### config.mk
export PLATFORM = sky130hd
export DESIGN_NAME = dma_irq_hub
export DESIGN_NICKNAME = d
export VERILOG_FILES = /design/src/rtl/dma_irq_hub_pkg.sv /design/src/rtl/irq_word_bank.sv /design/src/rtl/chan_reset_strobe.sv /design/src/rtl/dma_irq_hub.sv
export SDC_FILE = /design/constraint.sdc
export NUM_CORES = 1
export LEC_CHECK = 0
export BUFFER_PORTS_ARGS = -buffer_cell sky130_fd_sc_hd__buf_2
export CAP_MARGIN = 20
export CORE_MARGIN = 10
export CORE_UTILIZATION = 45
export DETAILED_ROUTE_END_ITERATION = 6
export HOLD_SLACK_MARGIN = 0.05
export PLACE_DENSITY_LB_ADDON = 0.05
export SYNTH_ARGS = -nofsm -noshare
export SYNTH_HDL_FRONTEND = slang
export SYNTH_SLANG_ARGS = --single-unit
### constraint.sdc
create_clock -name clk -period 4.9 [get_ports clk]
set_input_delay 0.735 -clock clk [delete_from_list [all_inputs] [get_ports clk]]
set_output_delay 0.735 -clock clk [all_outputs]
set_load 0.01 [all_outputs]
### src/rtl/dma_irq_hub_pkg.sv
package dma_irq_hub_pkg;
    localparam int WORD_W = 32;
    localparam int ADDR_W = 12;

    localparam logic [ADDR_W-1:0] PEND_OFS = 12'h00C;
    localparam logic [ADDR_W-1:0] ACK_OFS  = 12'h014;
    localparam logic [ADDR_W-1:0] ENA_OFS  = 12'h01C;
    localparam logic [ADDR_W-1:0] BUSY_OFS = 12'h024;
    localparam logic [ADDR_W-1:0] SRST_OFS = 12'h040;

    typedef struct packed {
        logic [WORD_W-1:0] pend;
        logic [WORD_W-1:0] ena;
    } bank_state_t;

    function automatic logic [ADDR_W-1:0] word_addr(input logic [ADDR_W-1:0] base, input int k);
        return base + ADDR_W'(4 * k);
    endfunction
endpackage

### src/rtl/irq_word_bank.sv
module irq_word_bank
    import dma_irq_hub_pkg::*;
(
    input  logic              clk,
    input  logic              rst_n,
    input  logic [WORD_W-1:0] set_i,
    input  logic [WORD_W-1:0] clr_i,
    input  logic              ena_wr_i,
    input  logic [WORD_W-1:0] ena_data_i,
    output logic [WORD_W-1:0] pend_o,
    output logic [WORD_W-1:0] ena_o,
    output logic [WORD_W-1:0] req_o
);
    bank_state_t st_d, st_q;

    always_comb begin
        st_d      = st_q;
        st_d.pend = (st_q.pend & ~clr_i) | set_i;
        if (ena_wr_i) begin
            st_d.ena = ena_data_i;
        end
    end

    always_ff @(posedge clk) begin
        if (!rst_n) begin
            st_q <= '0;
        end else begin
            st_q <= st_d;
        end
    end

    assign pend_o = st_q.pend;
    assign ena_o  = st_q.ena;
    assign req_o  = st_q.pend & st_q.ena;

    p_pulse_sets_r2: assert property (@(posedge clk) disable iff (!rst_n)
        1'b1 |=> ((pend_o & $past(set_i)) == $past(set_i)));
    p_pend_sticky_r2: assert property (@(posedge clk) disable iff (!rst_n)
        1'b1 |=> ((pend_o & $past(pend_o & ~clr_i)) == $past(pend_o & ~clr_i)));
    p_ack_clears_r3: assert property (@(posedge clk) disable iff (!rst_n)
        1'b1 |=> ((pend_o & $past(clr_i & ~set_i)) == '0));
    p_set_beats_clr_r4: assert property (@(posedge clk) disable iff (!rst_n)
        (|(set_i & clr_i)) |=> ((pend_o & $past(set_i & clr_i)) == $past(set_i & clr_i)));
    p_ena_load_r5: assert property (@(posedge clk) disable iff (!rst_n)
        ena_wr_i |=> (ena_o == $past(ena_data_i)));
    p_ena_hold_r5: assert property (@(posedge clk) disable iff (!rst_n)
        !ena_wr_i |=> $stable(ena_o));
endmodule

### src/rtl/chan_reset_strobe.sv
module chan_reset_strobe #(
    parameter int NUM_CH = 64,
    localparam int CH_W  = $clog2(NUM_CH)
) (
    input  logic              clk,
    input  logic              rst_n,
    input  logic              fire_i,
    input  logic [CH_W-1:0]   idx_i,
    output logic [NUM_CH-1:0] strobe_o
);
    typedef struct packed {
        logic [NUM_CH-1:0] strobe;
    } srst_state_t;

    srst_state_t st_d, st_q;

    always_comb begin
        st_d.strobe = '0;
        if (fire_i) begin
            st_d.strobe[idx_i] = 1'b1;
        end
    end

    always_ff @(posedge clk) begin
        if (!rst_n) begin
            st_q <= '0;
        end else begin
            st_q <= st_d;
        end
    end

    assign strobe_o = st_q.strobe;

    p_strobe_onehot_r9: assert property (@(posedge clk) disable iff (!rst_n)
        $onehot0(strobe_o));
    p_strobe_target_r9: assert property (@(posedge clk) disable iff (!rst_n)
        fire_i |=> strobe_o[$past(idx_i)]);
    p_strobe_quiet_r9: assert property (@(posedge clk) disable iff (!rst_n)
        !fire_i |=> (strobe_o == '0));
endmodule

### src/rtl/dma_irq_hub.sv
module dma_irq_hub
    import dma_irq_hub_pkg::*;
#(
    parameter int NUM_CH = 64
) (
    input  logic              clk,
    input  logic              rst_n,
    input  logic [NUM_CH-1:0] xfer_done_i,
    input  logic [NUM_CH-1:0] chan_busy_i,
    input  logic              wr_en_i,
    input  logic [ADDR_W-1:0] addr_i,
    input  logic [WORD_W-1:0] wdata_i,
    output logic [WORD_W-1:0] rdata_o,
    output logic              irq_o,
    output logic [NUM_CH-1:0] ch_irq_o,
    output logic [NUM_CH-1:0] ch_rst_o
);
    localparam int NUM_WORDS = (NUM_CH + WORD_W - 1) / WORD_W;
    localparam int CH_W      = $clog2(NUM_CH);
    localparam logic [ADDR_W-1:0] SRST_END = SRST_OFS + ADDR_W'(4 * NUM_CH);

    logic [NUM_CH-1:0]    ack_vec;
    logic [NUM_CH-1:0]    srst_clr;
    logic [NUM_CH-1:0]    clr_all;
    logic [NUM_WORDS-1:0] ena_wr;
    logic [NUM_CH-1:0]    pend_all;
    logic [NUM_CH-1:0]    ena_all;
    logic                 srst_hit;
    logic                 srst_fire;
    logic [ADDR_W-1:0]    srst_rel;
    logic [CH_W-1:0]      srst_idx;

    // soft-reset window decode
    always_comb begin
        srst_rel  = addr_i - SRST_OFS;
        srst_idx  = srst_rel[CH_W+1:2];
        srst_hit  = (addr_i >= SRST_OFS) && (addr_i < SRST_END) && (addr_i[1:0] == 2'b00);
        srst_fire = wr_en_i && srst_hit && wdata_i[0];
        srst_clr  = '0;
        if (srst_fire) begin
            srst_clr[srst_idx] = 1'b1;
        end
    end

    // acknowledge and enable write decode
    always_comb begin
        ack_vec = '0;
        ena_wr  = '0;
        for (int k = 0; k < NUM_WORDS; k++) begin
            if (wr_en_i && addr_i == word_addr(ACK_OFS, k)) begin
                ack_vec[k*WORD_W +: WORD_W] = wdata_i;
            end
            if (wr_en_i && addr_i == word_addr(ENA_OFS, k)) begin
                ena_wr[k] = 1'b1;
            end
        end
    end

    assign clr_all = ack_vec | srst_clr;

    for (genvar g = 0; g < NUM_WORDS; g++) begin : g_bank
        irq_word_bank i_bank (
            .clk        (clk),
            .rst_n      (rst_n),
            .set_i      (xfer_done_i[g*WORD_W +: WORD_W]),
            .clr_i      (clr_all[g*WORD_W +: WORD_W]),
            .ena_wr_i   (ena_wr[g]),
            .ena_data_i (wdata_i),
            .pend_o     (pend_all[g*WORD_W +: WORD_W]),
            .ena_o      (ena_all[g*WORD_W +: WORD_W]),
            .req_o      (ch_irq_o[g*WORD_W +: WORD_W])
        );
    end

    chan_reset_strobe #(.NUM_CH(NUM_CH)) i_srst (
        .clk      (clk),
        .rst_n    (rst_n),
        .fire_i   (srst_fire),
        .idx_i    (srst_idx),
        .strobe_o (ch_rst_o)
    );

    assign irq_o = |ch_irq_o;

    // read mux; unmapped offsets return zero
    always_comb begin
        rdata_o = '0;
        for (int k = 0; k < NUM_WORDS; k++) begin
            if (addr_i == word_addr(PEND_OFS, k)) rdata_o = pend_all[k*WORD_W +: WORD_W];
            if (addr_i == word_addr(ENA_OFS, k))  rdata_o = ena_all[k*WORD_W +: WORD_W];
            if (addr_i == word_addr(BUSY_OFS, k)) rdata_o = chan_busy_i[k*WORD_W +: WORD_W];
        end
    end

    p_pend_write_ignored_r7: assert property (@(posedge clk) disable iff (!rst_n)
        (wr_en_i && (addr_i == PEND_OFS) && (xfer_done_i == '0)) |=> $stable(pend_all));
    p_irq_follows_req_r6: assert property (@(posedge clk) disable iff (!rst_n)
        irq_o |-> (pend_all & ena_all) != '0);
    p_strobe_clears_r9: assert property (@(posedge clk) disable iff (!rst_n)
        (ch_rst_o != '0) |-> ((pend_all & ch_rst_o & ~$past(xfer_done_i)) == '0));
endmodule

==> flow_summary.toml <==
[finish]
area_growth_pct = 27.5
fin_nets = 1590
instances_no_fill = 1705
final_area_um2 = 12100
drive_above_1_share_pct = 31.2
post-route-util_pct = 59.0

[routing]
drt-pass1-iter-count = 5
vias = 9841
vias_per_cell = 5.77
ant_nets = 0
wirelength_um = 41600
drt_iter0_markers = 797
drc = 0
wl_per_cell_um = 24.4

[floorplanning]
initial_core_util_pct = 46.3
die_y_um = 165
io_pins = 336
dieArea_um2 = 27200
core_um2 = 20400
rows = 52
die_w_um = 165

[synth]
seq_area_frac_synth_pct = 40.6
synth-seq-cells = 192
synth_ff_type = "dfxtp_1"
synthMostInstantiatedCell = "dfxtp_1"
mappedNetlistArea_um2 = 9460
synth_warnings = 0
avgSynthCellArea_um2 = 8.53
synth_area_leaders = "dfxtp_1, mux2i_1, nor2_1"
synth_edf_count = 0
synth_top_area_share_pct = 40.6
async_reset_ff_share_pct = 0
syn_nets = 1284
synth_top_area_cell = "dfxtp_1"
syn_inst = 1109
synth_commonest_cells = "dfxtp_1, nor2_1, nand2_1"
synth.distinct_cells = 48

[clock_network]
cts-htree-levels = 4
cts-root-buf = "clkbuf_16"
cts_tree = "built"
cts_hold_buf = 0
clk_pin_slew_ns = 0.09
clock_sinks = 192
clk_latency_ns = 0.44
post_cts_buffers = 0
numCtsBuffers = 17
cts.path.max_buffers = 2
cts_resized = 0

[global_route]
grt_pass1_wl_um = 60500
grt_util_all_layers_pct = 29.4
grt_pass1_vias = 9691
grt_max_degree = 72
gr-total-overflow = 0
antenna_found_initial = 8

[power]
p_total_mw = 3.45
peakVddDrop_mv = 0.226
p_per_area_nw_per_um2 = 286
p_leak_nw = 5.52

[job]
cap_violations = 0

[worst_setup_path]
worstReg2RegEnd = "g_bank[1].i_bank.pend_o[30]"
start_kind = "input pin"
required_ns = 4.16
crit_start = "addr_i[6]"
rr_startpoint = "g_bank[1].i_bank.pend_o[30]"
path_class = "in -> out"
ff2ff_path_depth = 2
cpPeakStageDelay_ns = 0.61
ff2ff_setup_slack_ns = 4.02
critical-path-top-delay-family = "simple AND/OR/NAND/NOR gates"
path_cells = "buf_2 > or4_4 > nor2_2 > buf_4 > o21ai_0 > a2111oi_1 > buf_2"
crit_path_end_kind = "output port"
worst-path-stages = 7
crit_arrival_ns = 3.24
critical_path.most_common_cell = "buf_2"
critPathMaxFanout = 19
slowest_stage = "or4_4"
worstSetupEndpoint = "rdata_o[24]"
worst-path-buf-inv = 3

[sta]
fmax_mhz = 252
clock_skew_ns = 0
setup_viol = 0
timing.final.crit_period_ns = 3.97
fin_crit_sh_pct = 81.1
max_slew_margin_pct = 24.8
rsz0062_at_grt = "no"
hold_violations = 0
drv_slew = 0
worst_pin_slew_ns = 1.12
fin_setup_tns_ns = 0

[placed_design]
port-buffer-count = 335
dpl.hpwl_um = 31400
globalplace.congestion = 0.933
postPlaceCellArea_um2 = 11400
dp_cells = 1666

[hold_path]
hold_class = "reg -> reg"

[run_status]
outcome = "completed"
[per-stage QoR]
stage                     hold WS, ns  worst slack (ns)
after floorplan                 0.439              1.67
after global placement          0.449             0.902
after CTS                       0.467             0.895
final                           0.468             0.926
after detailed placement        0.457             0.904
after global routing            0.481             0.770
[cells in the final DEF, fill, tap and decap left out, types with 3 or more instances in the layout]
cell / Yosys / routed
o21ai_0: 39 / 39
buf_4: 0 / 32
nand3b_1: 16 / 16
o211a_1: 12 / 12
o221a_2: 33 / 33
nor2_1: 131 / 130
nor3_1: 63 / 63
mux2i_1: 64 / 64
clkinv_8: 0 / 4
o21a_1: 36 / 36
inv_12: 0 / 5
inv_6: 0 / 3
a22oi_1: 8 / 8
a2111oi_1: 14 / 14
diode_2: 0 / 7
nand3_1: 10 / 10
nor2b_1: 37 / 37
buf_2: 22 / 335
a21boi_1: 30 / 30
a2111oi_0: 17 / 17
dfxtp_1: 192 / 192
nand2b_1: 14 / 13
nand2_1: 115 / 115
nor4_1: 10 / 8
and2_1: 64 / 64
inv_1: 31 / 31
o31a_1: 24 / 24
or4_1: 13 / 13
a221oi_1: 16 / 16
a21oi_1: 4 / 4
nand4_1: 9 / 9
clkbuf_16: 0 / 17
[flip-flops by register name (all words and copies together) (netlist names)]
name and count:
i_srst.strobe_o 64, g_bank.i_bank.pend_o 64, g_bank.i_bank.ena_o 64
[worst reg2reg max path, stage by stage (launching register included)]
cell,delay (ns)
dfxtp_1,0.38
o31a_1,0.13
o221a_2,0.26
[power by group]
part,switching [mW],internal (mW),total [mW]
registers,0.0315,1.60,1.63
clock network,0.795,0.728,1.52
logic,0.157,0.138,0.295
total,0.984,2.46,3.45
[kinds of logic (layout without fill, tap and decap cells)]
family                 after synthesis  in the layout  synth area share, %
flip-flops                         192            192                 40.6
buffers and inverters              111            430                 4.94
multiplexers                        64             64                 6.77
AND/OR/NAND/NOR                    505            505                 27.2
AO/OA/AOI/OAI                      237            237                 20.4
other                                0              7                    0
[metal layers]
metal / track usage [%] / up-vias / routed length (µm)
met5: 0 / - / 7
met4: 10.9 / 2 / 1140
met3: 7.44 / 76 / 3950
met2: 46.9 / 525 / 19200
met1: 37.5 / 4670 / 17300
li1: - / 4568 / -
[area by class of cell]
type | instances | area [µm²]
Antenna cell | 7 | 17.5
Clock buffer | 17 | 425
Clock inverter | 15 | 224
Fill cell | 1922 | 8380
Inverter | 31 | 116
Multi-Input combinational cell | 806 | 5170
Sequential cell | 192 | 3840
Tap cell | 270 | 338
Timing Repair Buffer | 367 | 1920
[worst min-delay path by stage]
stage / endpoint / from / depth (start not counted)
finish: g_bank[0].i_bank.ena_o[25] / g_bank[0].i_bank.ena_o[25] / 2
global route: g_bank[0].i_bank.pend_o[21] / xfer_done_i[21] / 2
CTS: g_bank[0].i_bank.ena_o[25] / g_bank[0].i_bank.ena_o[25] / 2
detailed placement: g_bank[0].i_bank.ena_o[25] / g_bank[0].i_bank.ena_o[25] / 2
global placement: g_bank[0].i_bank.ena_o[24] / g_bank[0].i_bank.ena_o[24] / 2
floorplan: g_bank[0].i_bank.ena_o[0] / g_bank[0].i_bank.ena_o[0] / 2
Power figures use the tool's default switching activity.
